File: config.mk
export PLATFORM = sky130hd
export DESIGN_NAME = vga_scan_fetch
export DESIGN_NICKNAME = d
export VERILOG_FILES = /design/src/rtl/vga_scan_pkg.sv /design/src/rtl/vga_scan_ctrl.sv /design/src/rtl/vga_fetch_path.sv /design/src/rtl/vga_scan_fetch.sv
export SDC_FILE = /design/constraint.sdc
export NUM_CORES = 1
export LEC_CHECK = 0
export BUFFER_PORTS_ARGS = -buffer_cell sky130_fd_sc_hd__buf_2
export CORE_UTILIZATION = 45
export CTS_BUF_LIST = sky130_fd_sc_hd__clkbuf_16
export DETAILED_ROUTE_END_ITERATION = 6
export PLACE_DENSITY = 0.75
export SLEW_MARGIN = 20
export SYNTH_ARGS = -nofsm -noshare
export SYNTH_HDL_FRONTEND = slang
export SYNTH_SLANG_ARGS = --single-unit
export TNS_END_PERCENT = 5
File: constraint.sdc
create_clock -name clk -period 6.11 [get_ports clk]
set_input_delay 1.222 -clock clk [delete_from_list [all_inputs] [get_ports clk]]
set_output_delay 1.222 -clock clk [all_outputs]
set_load 0.05 [all_outputs]
File: src/rtl/vga_scan_pkg.sv
package vga_scan_pkg;
  // per-step strobes from the raster control to the fetch datapath
  typedef struct packed {
    logic step;     // pixel step this cycle
    logic show;     // display mode sampled with this step
    logic visible;  // current position inside the visible area
    logic hSyncN;   // raw horizontal sync (low asserted)
    logic vSyncN;   // raw vertical sync (low asserted)
    logic fetch;    // issue a frame buffer read this cycle
  } scanStrobes_t;
endpackage

File: src/rtl/vga_scan_ctrl.sv
module vga_scan_ctrl
  import vga_scan_pkg::*;
#(
  parameter int H_VIS = 640,
  parameter int H_FP = 16,
  parameter int H_SYNC = 96,
  parameter int H_BP = 48,
  parameter int V_VIS = 480,
  parameter int V_FP = 10,
  parameter int V_SYNC = 2,
  parameter int V_BP = 33,
  localparam int H_TOTAL = H_VIS + H_FP + H_SYNC + H_BP,
  localparam int V_TOTAL = V_VIS + V_FP + V_SYNC + V_BP,
  localparam int HW = $clog2(H_TOTAL),
  localparam int VW = $clog2(V_TOTAL)
) (
  input  logic          clk,
  input  logic          rst,
  input  logic          pixEn,
  input  logic          displayMode,
  output logic [HW-1:0] hCount,
  output logic [VW-1:0] vCount,
  output scanStrobes_t  strobes
);
  localparam int H_SYNC_START = H_VIS + H_FP;
  localparam int H_SYNC_END = H_SYNC_START + H_SYNC;
  localparam int V_SYNC_START = V_VIS + V_FP;
  localparam int V_SYNC_END = V_SYNC_START + V_SYNC;

  logic lineLast;
  logic frameLast;

  assign lineLast = (int'(hCount) == H_TOTAL - 1);
  assign frameLast = (int'(vCount) == V_TOTAL - 1);

  always_ff @(posedge clk) begin
    if (rst) begin
      hCount <= '0;
      vCount <= '0;
    end else if (pixEn) begin
      if (lineLast) begin
        hCount <= '0;
        vCount <= frameLast ? '0 : vCount + 1'b1;
      end else begin
        hCount <= hCount + 1'b1;
      end
    end
  end

  always_comb begin
    strobes.step = pixEn;
    strobes.show = displayMode;
    strobes.visible = (int'(hCount) < H_VIS) && (int'(vCount) < V_VIS);
    strobes.hSyncN = !((int'(hCount) >= H_SYNC_START) && (int'(hCount) < H_SYNC_END));
    strobes.vSyncN = !((int'(vCount) >= V_SYNC_START) && (int'(vCount) < V_SYNC_END));
    strobes.fetch = pixEn && displayMode && strobes.visible;
  end
endmodule

File: src/rtl/vga_fetch_path.sv
module vga_fetch_path
  import vga_scan_pkg::*;
#(
  parameter int H_VIS = 640,
  parameter int V_VIS = 480,
  parameter int HW = 10,
  parameter int VW = 10,
  parameter int PIX_W = 12,
  localparam int HALF_W = H_VIS / 2,
  localparam int HALF_H = V_VIS / 2,
  localparam int AW = $clog2(HALF_W * HALF_H),
  localparam int CH_W = PIX_W / 3
) (
  input  logic             clk,
  input  logic             rst,
  input  logic [HW-1:0]    hCount,
  input  logic [VW-1:0]    vCount,
  input  scanStrobes_t     strobes,
  input  logic [PIX_W-1:0] rdData,
  output logic [AW-1:0]    rdAddr,
  output logic             hSync,
  output logic             vSync,
  output logic             active,
  output logic [CH_W-1:0]  red,
  output logic [CH_W-1:0]  green,
  output logic [CH_W-1:0]  blue
);
  logic showDly;

  // each stored word covers a 2x2 screen square
  assign rdAddr = AW'(int'(vCount >> 1) * HALF_W + int'(hCount >> 1));

  // align sync, active and mode with the one-cycle memory latency
  always_ff @(posedge clk) begin
    if (rst) begin
      hSync <= 1'b1;
      vSync <= 1'b1;
      active <= 1'b0;
      showDly <= 1'b0;
    end else if (strobes.step) begin
      hSync <= strobes.hSyncN;
      vSync <= strobes.vSyncN;
      active <= strobes.visible;
      showDly <= strobes.show;
    end
  end

  always_comb begin
    if (active && showDly) begin
      red = rdData[3*CH_W-1:2*CH_W];
      green = rdData[2*CH_W-1:CH_W];
      blue = rdData[CH_W-1:0];
    end else begin
      red = '0;
      green = '0;
      blue = '0;
    end
  end
endmodule

File: src/rtl/vga_scan_fetch.sv
module vga_scan_fetch
  import vga_scan_pkg::*;
#(
  parameter int H_VIS = 640,
  parameter int H_FP = 16,
  parameter int H_SYNC = 96,
  parameter int H_BP = 48,
  parameter int V_VIS = 480,
  parameter int V_FP = 10,
  parameter int V_SYNC = 2,
  parameter int V_BP = 33,
  parameter int PIX_W = 12,
  localparam int H_TOTAL = H_VIS + H_FP + H_SYNC + H_BP,
  localparam int V_TOTAL = V_VIS + V_FP + V_SYNC + V_BP,
  localparam int HW = $clog2(H_TOTAL),
  localparam int VW = $clog2(V_TOTAL),
  localparam int AW = $clog2((H_VIS / 2) * (V_VIS / 2)),
  localparam int CH_W = PIX_W / 3
) (
  input  logic             clk,
  input  logic             rst,
  input  logic             pixEn,
  input  logic             displayMode,
  input  logic [PIX_W-1:0] rdData,
  output logic             rdEn,
  output logic [AW-1:0]    rdAddr,
  output logic [HW-1:0]    xPos,
  output logic [VW-1:0]    yPos,
  output logic             hSync,
  output logic             vSync,
  output logic             active,
  output logic [CH_W-1:0]  red,
  output logic [CH_W-1:0]  green,
  output logic [CH_W-1:0]  blue
);
  scanStrobes_t strobes;

  vga_scan_ctrl #(
    .H_VIS(H_VIS), .H_FP(H_FP), .H_SYNC(H_SYNC), .H_BP(H_BP),
    .V_VIS(V_VIS), .V_FP(V_FP), .V_SYNC(V_SYNC), .V_BP(V_BP)
  ) ctrl (
    .clk(clk), .rst(rst), .pixEn(pixEn), .displayMode(displayMode),
    .hCount(xPos), .vCount(yPos), .strobes(strobes)
  );

  vga_fetch_path #(
    .H_VIS(H_VIS), .V_VIS(V_VIS), .HW(HW), .VW(VW), .PIX_W(PIX_W)
  ) path (
    .clk(clk), .rst(rst), .hCount(xPos), .vCount(yPos), .strobes(strobes),
    .rdData(rdData), .rdAddr(rdAddr), .hSync(hSync), .vSync(vSync),
    .active(active), .red(red), .green(green), .blue(blue)
  );

  assign rdEn = strobes.fetch;
endmodule

==> results of run 1 <==
routing by layer:
metal,GRT usage [%],up-vias,routed length [um]
met1,24.9,761,1880
met5,0,-,0
met4,4.08,0,28
li1,-,858,-
met3,2.95,4,111
met2,32.0,26,1930
per-stage QoR:
| stage | instance area [um^2] | hold slack [ns] | total power [W] |
|---|---|---|---|
| 3_3_place_gp | 2140 | 0.492 | 0.000203 |
| 2_1_floorplan | 1820 | 0.665 | 0.000194 |
| 4_1_cts | 2250 | 0.497 | 0.000389 |
| 3_5_place_dp | 2140 | 0.478 | 0.000203 |
| 5_1_grt | 2250 | 0.552 | 0.000399 |
| 6_report | 2250 | 0.498 | 0.000387 |
layout make-up:
cell class / count / area, um^2 / area share, %
multi-input combinational: 166 / 1210 / 54.1
clock buffer: 3 / 75.1 / 3.34
sequential: 24 / 480 / 21.4
tap: 48 / 60.1 / 2.67
inverter: 12 / 45.0 / 2.01
clock inverter: 1 / 30.0 / 1.34
timing repair buffer: 68 / 340 / 15.2
path summary, 6_finish.rpt:
kind	startpoint	endpoint	slack (ns)	cells past startpoint
hold reg to reg	path.hSync	path.hSync	0.50	2
setup reg to reg	ctrl.hCount[1]	ctrl.vCount[7]	3.93	7
setup / recovery	ctrl.vCount[4]	rdAddr[16]	1.62	10
hold / removal	path.hSync	path.hSync	0.50	2
where the power goes:
group / internal [W] / switching [W]
clock network: 0.000130 / 0.0000575
registers: 0.000159 / 0.00000469
logic: 0.0000108 / 0.0000250
total: 0.000300 / 0.0000872
flip-flops by register name, indices dropped and copies added (netlist names):
signal	count
path.vSync	1
ctrl.hCount	10
path.active	1
path.showDly	1
ctrl.vCount	10
path.hSync	1
worst register-to-register path, delay by kind of cell (launching register included):
| family | cells | cell delay, ns |
|---|---|---|
| adder cells (fa/ha/maj) | 1 | 0.20 |
| AND/OR/NAND/NOR | 5 | 1.26 |
| XOR/XNOR | 1 | 0.15 |
| flip-flops | 1 | 0.45 |
synth_stat cells, types with 2 or more instances:
cell type and n:
buf_2 4, nand3_1 12, a21o_1 4, nand4_1 8
o21bai_1 2, dfxtp_1 24, ha_1 21, nor2_1 24
o21ai_0 3, buf_4 6, a21oi_1 7, xnor2_1 14
nand2_1 8, fa_1 2, nor3_1 4, inv_1 12
and3_1 16, and4_1 2, clkbuf_1 4, nand2b_1 3
nor2b_1 2, mux2i_1 2, xor2_1 17
cells by family after synthesis:
group           Yosys count  synth area share (%)
buf+inv                  27                  7.06
flops                    24                  26.3
mux                       2                  1.10
fa+ha+maj                23                  16.6
simple gates             87                  25.8
compound gates           23                  8.23
xor+xnor                 31                  14.9
==> results.tsv, run 1 <==
stage	metric	value	unit
sta	Fmax	0.223	GHz
final_layout	layout cells sized above 1	26.6	%
placement	placed cell count	318	
clocking	clk_lat worst skew	0.26	ns
logic_synthesis	top cell type's share of synthesized area	26.3	%
logic_synthesis	post-synthesis cell count	217	
critical_path	Critical Path AT	3.27	ns
logic_synthesis	Post-Syn Nets	256	
sta	min Tclk post-route	4.49	ns
logic_synthesis	Top FF cell, synth	dfxtp_1	
critical_path	critical path class	reg -> out	
clocking	Root Driver	clkbuf_16	
grt	Overall Global Routing Usage	18.9	%
critical_path	crit-path max FO	9	
final_layout	Nets	314	
floorplan	FP Rows	22	
floorplan	Chip Width	65.7	um
pwr	reported leakage power	1.24	nW
floorplan	Die H	65.7	um
logic_synthesis	syn avg cell area	8.41	um^2
sta	worst-margin pin slew	0.396	ns
run	MaxCap Viol Count	0	
route	via count	1649	
sta	fin crit share	73.5	%
sta	worst rel slew slack	73.6	%
clocking	CTS tree	built	
clocking	CTS Hold Bufs	0	
logic_synthesis	largest area contributor in the netlist	dfxtp_1	
grt	largest net degree at the start of global routing	15	
placement	Placement Setup Slack	1.91	ns
placement	port buffer count	68	
clocking	Post-CTS Resized	0	
clocking	CTS Sinks	24	
placement	routability congestion estimate	0.784	
clocking	CTS buffer count	3	
logic_synthesis	Netlist cell types	39	
floorplan	Die Area	4310	um^2
floorplan	core area	3770	um^2
critical_path	crit-path cells	ha_1, ha_1, fa_1, a211oi_1, nor2_1, xor2_1, nand3_1, or3b_1, xnor2_1, buf_2	
critical_path	CP max stage cell	dfxtp_1	
critical_path	CP Launch Type	flop	
clocking	Clock Pin Slew Worst Setup and Hold Paths	0.06	ns
clocking	Bufs on Longest Clock Path	2	
route	Post-route DRC	0	
final_layout	Layout Utilization	59.6	%
hold_path	worst hold-check path type	reg -> reg	
logic_synthesis	Area contributors post-synth	dfxtp_1 (26%), ha_1 (14%), xor2_1 (8.2%), xnor2_1 (6.7%), and3_1 (5.5%)	
pwr	power per cell area	172	nW/um^2
logic_synthesis	number of synthesized flops with an enable pin	0	
critical_path	Crit path largest cell delay	0.49	ns
logic_synthesis	Post-synth ARST share	0	%
critical_path	CP top delay family	adder cells	
floorplan	starting density of the core	48.4	%
sta	final hold viol count	0	
clocking	H-tree levels	1	
route	Pre-Repair DR Iteration Count	4	
floorplan	I/O pin cnt	69	
critical_path	CP dominant cell by count	ha_1	
final_layout	n_diodes	0	
outcome	status	complete, no violations	
critical_path	crit end category	output port	
final_layout	most common cell after layout, fill and taps aside	buf_2	
logic_synthesis	Yosys warning total	0	
sta	final setup fails	0	
sta	setup_tns	0	ns
logic_synthesis	Yosys reg bits	24	
final_layout	post-route insts no fill	322	
grt	vias in the first global route	1438	
critical_path	Buf+Inv Stages, Crit Path	1	
route	per-cell routed wire length	12.3	um
final_layout	most frequent cells in the layout	buf_2 (68), nor2_1 (24), dfxtp_1 (24)	
sta	RSZ-0062 raised after global routing	no	
route	Routed WL	3.96	mm
sta	post-route setup slack	1.62	ns
final_layout	P&R area growth vs syn	23.1	%
route	via/cell ratio	5.12	
critical_path	WP data required	4.89	ns
pwr	worst vdd ir	185	uV
route	Routed Antenna Nets	0	
logic_synthesis	Seq/Total Area, Yosys	26.3	%
logic_synthesis	Synth Cell Area	1820	um^2
clocking	number of setup buffers added after CTS	0	
sta	fin. max-slew vios	0	
route	number of DRC markers in iteration 0	54	
placement	Post-DP HPWL	3.06	mm
final_layout	Filler cells	345	
grt	antenna violations before repair	0	
grt	global-route wire length before repair	6.44	mm
sta	Clock Skews	0.00445	ns
grt	grt ovf	0	
(Power assumes the default switching activity.)
==> inputs of run 2 (changes only) <==
Settings changed: ABC_AREA from default to 1, PLACE_DENSITY 0.75 to 0.76.
Clock period 6.11 ns to 3.9 ns, I/O delays scaled along.
==> results.tsv, run 2 <==
stage	metric	value	unit	change
outcome	status	finished with violations		was complete, no violations
outcome	failing checks	design-rule violations		
grt	antenna violations before repair	0		unchanged
logic_synthesis	post-synthesis cell count	332		was 217
critical_path	WP data required	3.12	ns	was 4.89 ns
sta	final hold viol count	0		unchanged
final_layout	most common cell after layout, fill and taps aside	nand2_1		was buf_2
pwr	Switching Share	23.2	%	was 22.5%
run	MaxCap Viol Count	0		unchanged
route	Routed Antenna Nets	0		unchanged
pwr	Net Sw Power	0.000142	W	was 0.0000872 W
sta	fin crit share	91.7	%	
logic_synthesis	Top FF cell, synth	dfxtp_1		unchanged
critical_path	CP Launch Type	flop		unchanged
clocking	Post-CTS Resized	0		unchanged
critical_path	CP startpoint	ctrl.vCount[4]		unchanged
critical_path	crit-path max FO	7		was 9
route	number of DRC markers in iteration 0	120		was 54
logic_synthesis	top cell type's share of synthesized area	22.7	%	was 26.3%
final_layout	most frequent cells in the layout	nand2_1 (81), buf_2 (68), inv_1 (52)		was buf_2 (68), nor2_1 (24), dfxtp_1 (24)
clocking	CTS Hold Bufs	0		unchanged
logic_synthesis	Post-Syn Nets	371		was 256
logic_synthesis	Netlist cell types	33		was 39
placement	Post-DP HPWL	3.89	mm	was 3.06 mm
sta	worst-margin pin slew	0.363	ns	was 0.396 ns
route	Post-route DRC	6		was 0
grt	global-route wire length before repair	8.21	mm	was 6.44 mm
sta	Clock Skews	0.00578	ns	was 0.00445 ns
floorplan	core area	4440	um^2	was 3770 um^2
grt	grt ovf	0		unchanged
final_layout	P&R area growth vs syn	22.0	%	was 23.1%
route	Pre-Repair DR Iteration Count	6		was 4
sta	fin. max-slew vios	0		unchanged
sta	setup_tns	0	ns	unchanged
critical_path	critical path class	reg -> out		unchanged
clocking	Root Driver	clkbuf_16		unchanged
final_layout	Design Area, Final	2580	um^2	was 2250 um^2
grt	largest net degree at the start of global routing	15		unchanged
sta	min Tclk post-route	3.58	ns	
final_layout	Nets	437		was 314
logic_synthesis	Yosys reg bits	24		unchanged
clocking	CTS buffer count	3		unchanged
critical_path	RR Endpoint	ctrl.vCount[9]		was ctrl.vCount[7]
pwr	power per cell area	237	nW/um^2	was 172 nW/um^2
logic_synthesis	syn avg cell area	6.38	um^2	was 8.41 um^2
sta	RSZ-0062 raised after global routing	no		unchanged
grt	vias in the first global route	1913		was 1438
floorplan	starting density of the core	47.7	%	was 48.4%
critical_path	crit end category	output port		unchanged
final_layout	layout cells sized above 1	22.9	%	was 26.6%
route	via/cell ratio	4.90		was 5.12
placement	routability congestion estimate	0.798		was 0.784
clocking	CTS Sinks	24		unchanged
logic_synthesis	number of synthesized flops with an enable pin	0		unchanged
floorplan	Die Area	4990	um^2	was 4310 um^2
logic_synthesis	Yosys warning total	0		unchanged
logic_synthesis	largest area contributor in the netlist	dfxtp_1		unchanged
pwr	Reg power frac	41.3	%	was 42.3%
final_layout	Largest regs	ctrl.hCount: 10 flops, ctrl.vCount: 10 flops		unchanged
floorplan	Chip Width	70.6	um	was 65.7 um
placement	port buffer count	68		unchanged
logic_synthesis	Seq/Total Area, Yosys	22.7	%	was 26.3%
grt	Overall Global Routing Usage	19.8	%	was 18.9%
clocking	H-tree levels	1		unchanged
pwr	reported leakage power	1.49	nW	was 1.24 nW
final_layout	area occupied by multi-input gates	1370	um^2	was 1210 um^2
placement	placed inst area	2480	um^2	was 2140 um^2
clocking	clk_lat worst skew	0.26	ns	about the same
final_layout	area occupied by registers	480	um^2	unchanged
pwr	worst vdd ir	238	uV	was 185 uV
critical_path	Critical Path AT	2.80	ns	was 3.27 ns
critical_path	flop-to-flop setup slack	2.30	ns	was 3.93 ns
pwr	Int Power	0.000471	W	was 0.000300 W
pwr	logic gate share of total power	11.2	%	was 9.2%
logic_synthesis	top-count cell post-synth	nand2_1		
hold_path	worst hold-check path type	reg -> reg		unchanged
critical_path	RR Startpoint	ctrl.hCount[1]		unchanged
logic_synthesis	Post-synth ARST share	0	%	unchanged
floorplan	I/O pin cnt	69		unchanged
critical_path	cell depth of the worst flop-to-flop path	8		was 7
clocking	Bufs on Longest Clock Path	2		unchanged
pwr	Clk network pwr share	47.5	%	was 48.5%
logic_synthesis	Synth Cell Area	2120	um^2	was 1820 um^2
final_layout	Filler cells	423		was 345
sta	Fmax	0.279	GHz	
logic_synthesis	Area contributors post-synth	dfxtp_1 (23%), nand2_1 (14%), ha_1 (12%), inv_1 (9.2%), nor2_1 (8.3%)		was dfxtp_1 (26%), ha_1 (14%), xor2_1 (8.2%), xnor2_1 (6.7%), and3_1 (5.5%)
floorplan	Die H	70.6	um	was 65.7 um
sta	final setup fails	0		unchanged
route	per-cell routed wire length	10.7	um	was 12.3 um
clocking	Clock Pin Slew Worst Setup and Hold Paths	0.06	ns	about the same
final_layout	n_diodes	0		unchanged
clocking	CTS tree	built		unchanged
route	via count	2198		was 1649
logic_synthesis	Synth top cells by count	nand2_1 (81), inv_1 (52), nor2_1 (47)		was dfxtp_1 (24), nor2_1 (24), ha_1 (21)
critical_path	Worst Setup EP	rdAddr[16]		unchanged
route	Routed WL	4.82	mm	was 3.96 mm
clocking	number of setup buffers added after CTS	0		unchanged
sta	worst rel slew slack	75.8	%	was 73.6%
final_layout	Layout Utilization	58.2	%	was 59.6%
floorplan	FP Rows	24		was 22
[run 2: cell types whose count changed after synthesis, moves of 13 or more]
cell,before,now
nor2_1,24,47
nand2_1,8,81
xor2_1,17,4
and3_1,16,0
inv_1,12,52
nand3_1,12,25
[run 2: worst max-delay path, cell delays in order (launching register included)]
cell	delay [ns]
dfxtp_1	0.44
ha_1	0.28
ha_1	0.23
fa_1	0.39
nand2_1	0.09
inv_1	0.04
nor2_1	0.15
nand2_1	0.07
nor2_1	0.20
nand3_1	0.16
nor2_1	0.12
nand3_1	0.07
nand2_1	0.06
buf_2	0.25
[run 2: cell families after synthesis]
logic type	count (synthesis)	synth area share [%]
flops	24	22.7
compound gates	32	8.50
buf+inv	65	12.8
simple gates	179	38.0
fa+ha+maj	23	14.3
xor+xnor	9	3.72
[run 2: power by group through the flow]
stage | combinational (W) | sequential (W) | clock (W)
6_report | 0.0000688 | 0.000253 | 0.000292
5_1_grt | 0.0000739 | 0.000254 | 0.000308
4_1_cts | 0.0000690 | 0.000253 | 0.000297
3_5_place_dp | 0.0000689 | 0.000259 | 0
3_3_place_gp | 0.0000676 | 0.000258 | 0
2_1_floorplan | 0.0000373 | 0.000271 | 0
[run 2: layer usage]
layer  global-route usage (%)  share of wire [%]
met2                     36.4                 49
met4                     3.56               0.39
met5                        0                  0
met3                     2.71                3.7
met1                     25.0                 47
[run 2: worst min path at each step]
stage,start,endpoint,slack (ns),cells past startpoint
floorplan,path.showDly,path.showDly,0.49,2
global placement,path.vSync,path.vSync,0.45,2
detailed placement,path.hSync,path.hSync,0.46,2
CTS,path.hSync,path.hSync,0.47,2
global route,path.active,path.active,0.51,2
finish,path.hSync,path.hSync,0.47,2
[run 2: area by class of cell]
| type | count | area share [%] |
|---|---|---|
| Multi-Input combinational cell | 243 | 52.9 |
| Clock buffer | 3 | 2.90 |
| Clock inverter | 1 | 1.16 |
| Tap cell | 52 | 2.52 |
| Timing Repair Buffer | 69 | 13.5 |
| Inverter | 57 | 8.47 |
| Sequential cell | 24 | 18.6 |
[run 2: stage by stage]
stage	worst slack [ns]	instances	hold WS (ns)	power, W
after floorplan	0.0178	332	0.490	0.000309
after global placement	0.675	445	0.450	0.000326
after detailed placement	0.605	445	0.458	0.000327
after CTS	0.317	449	0.475	0.000619
after global routing	0.0925	449	0.506	0.000636
final	0.322	449	0.471	0.000613
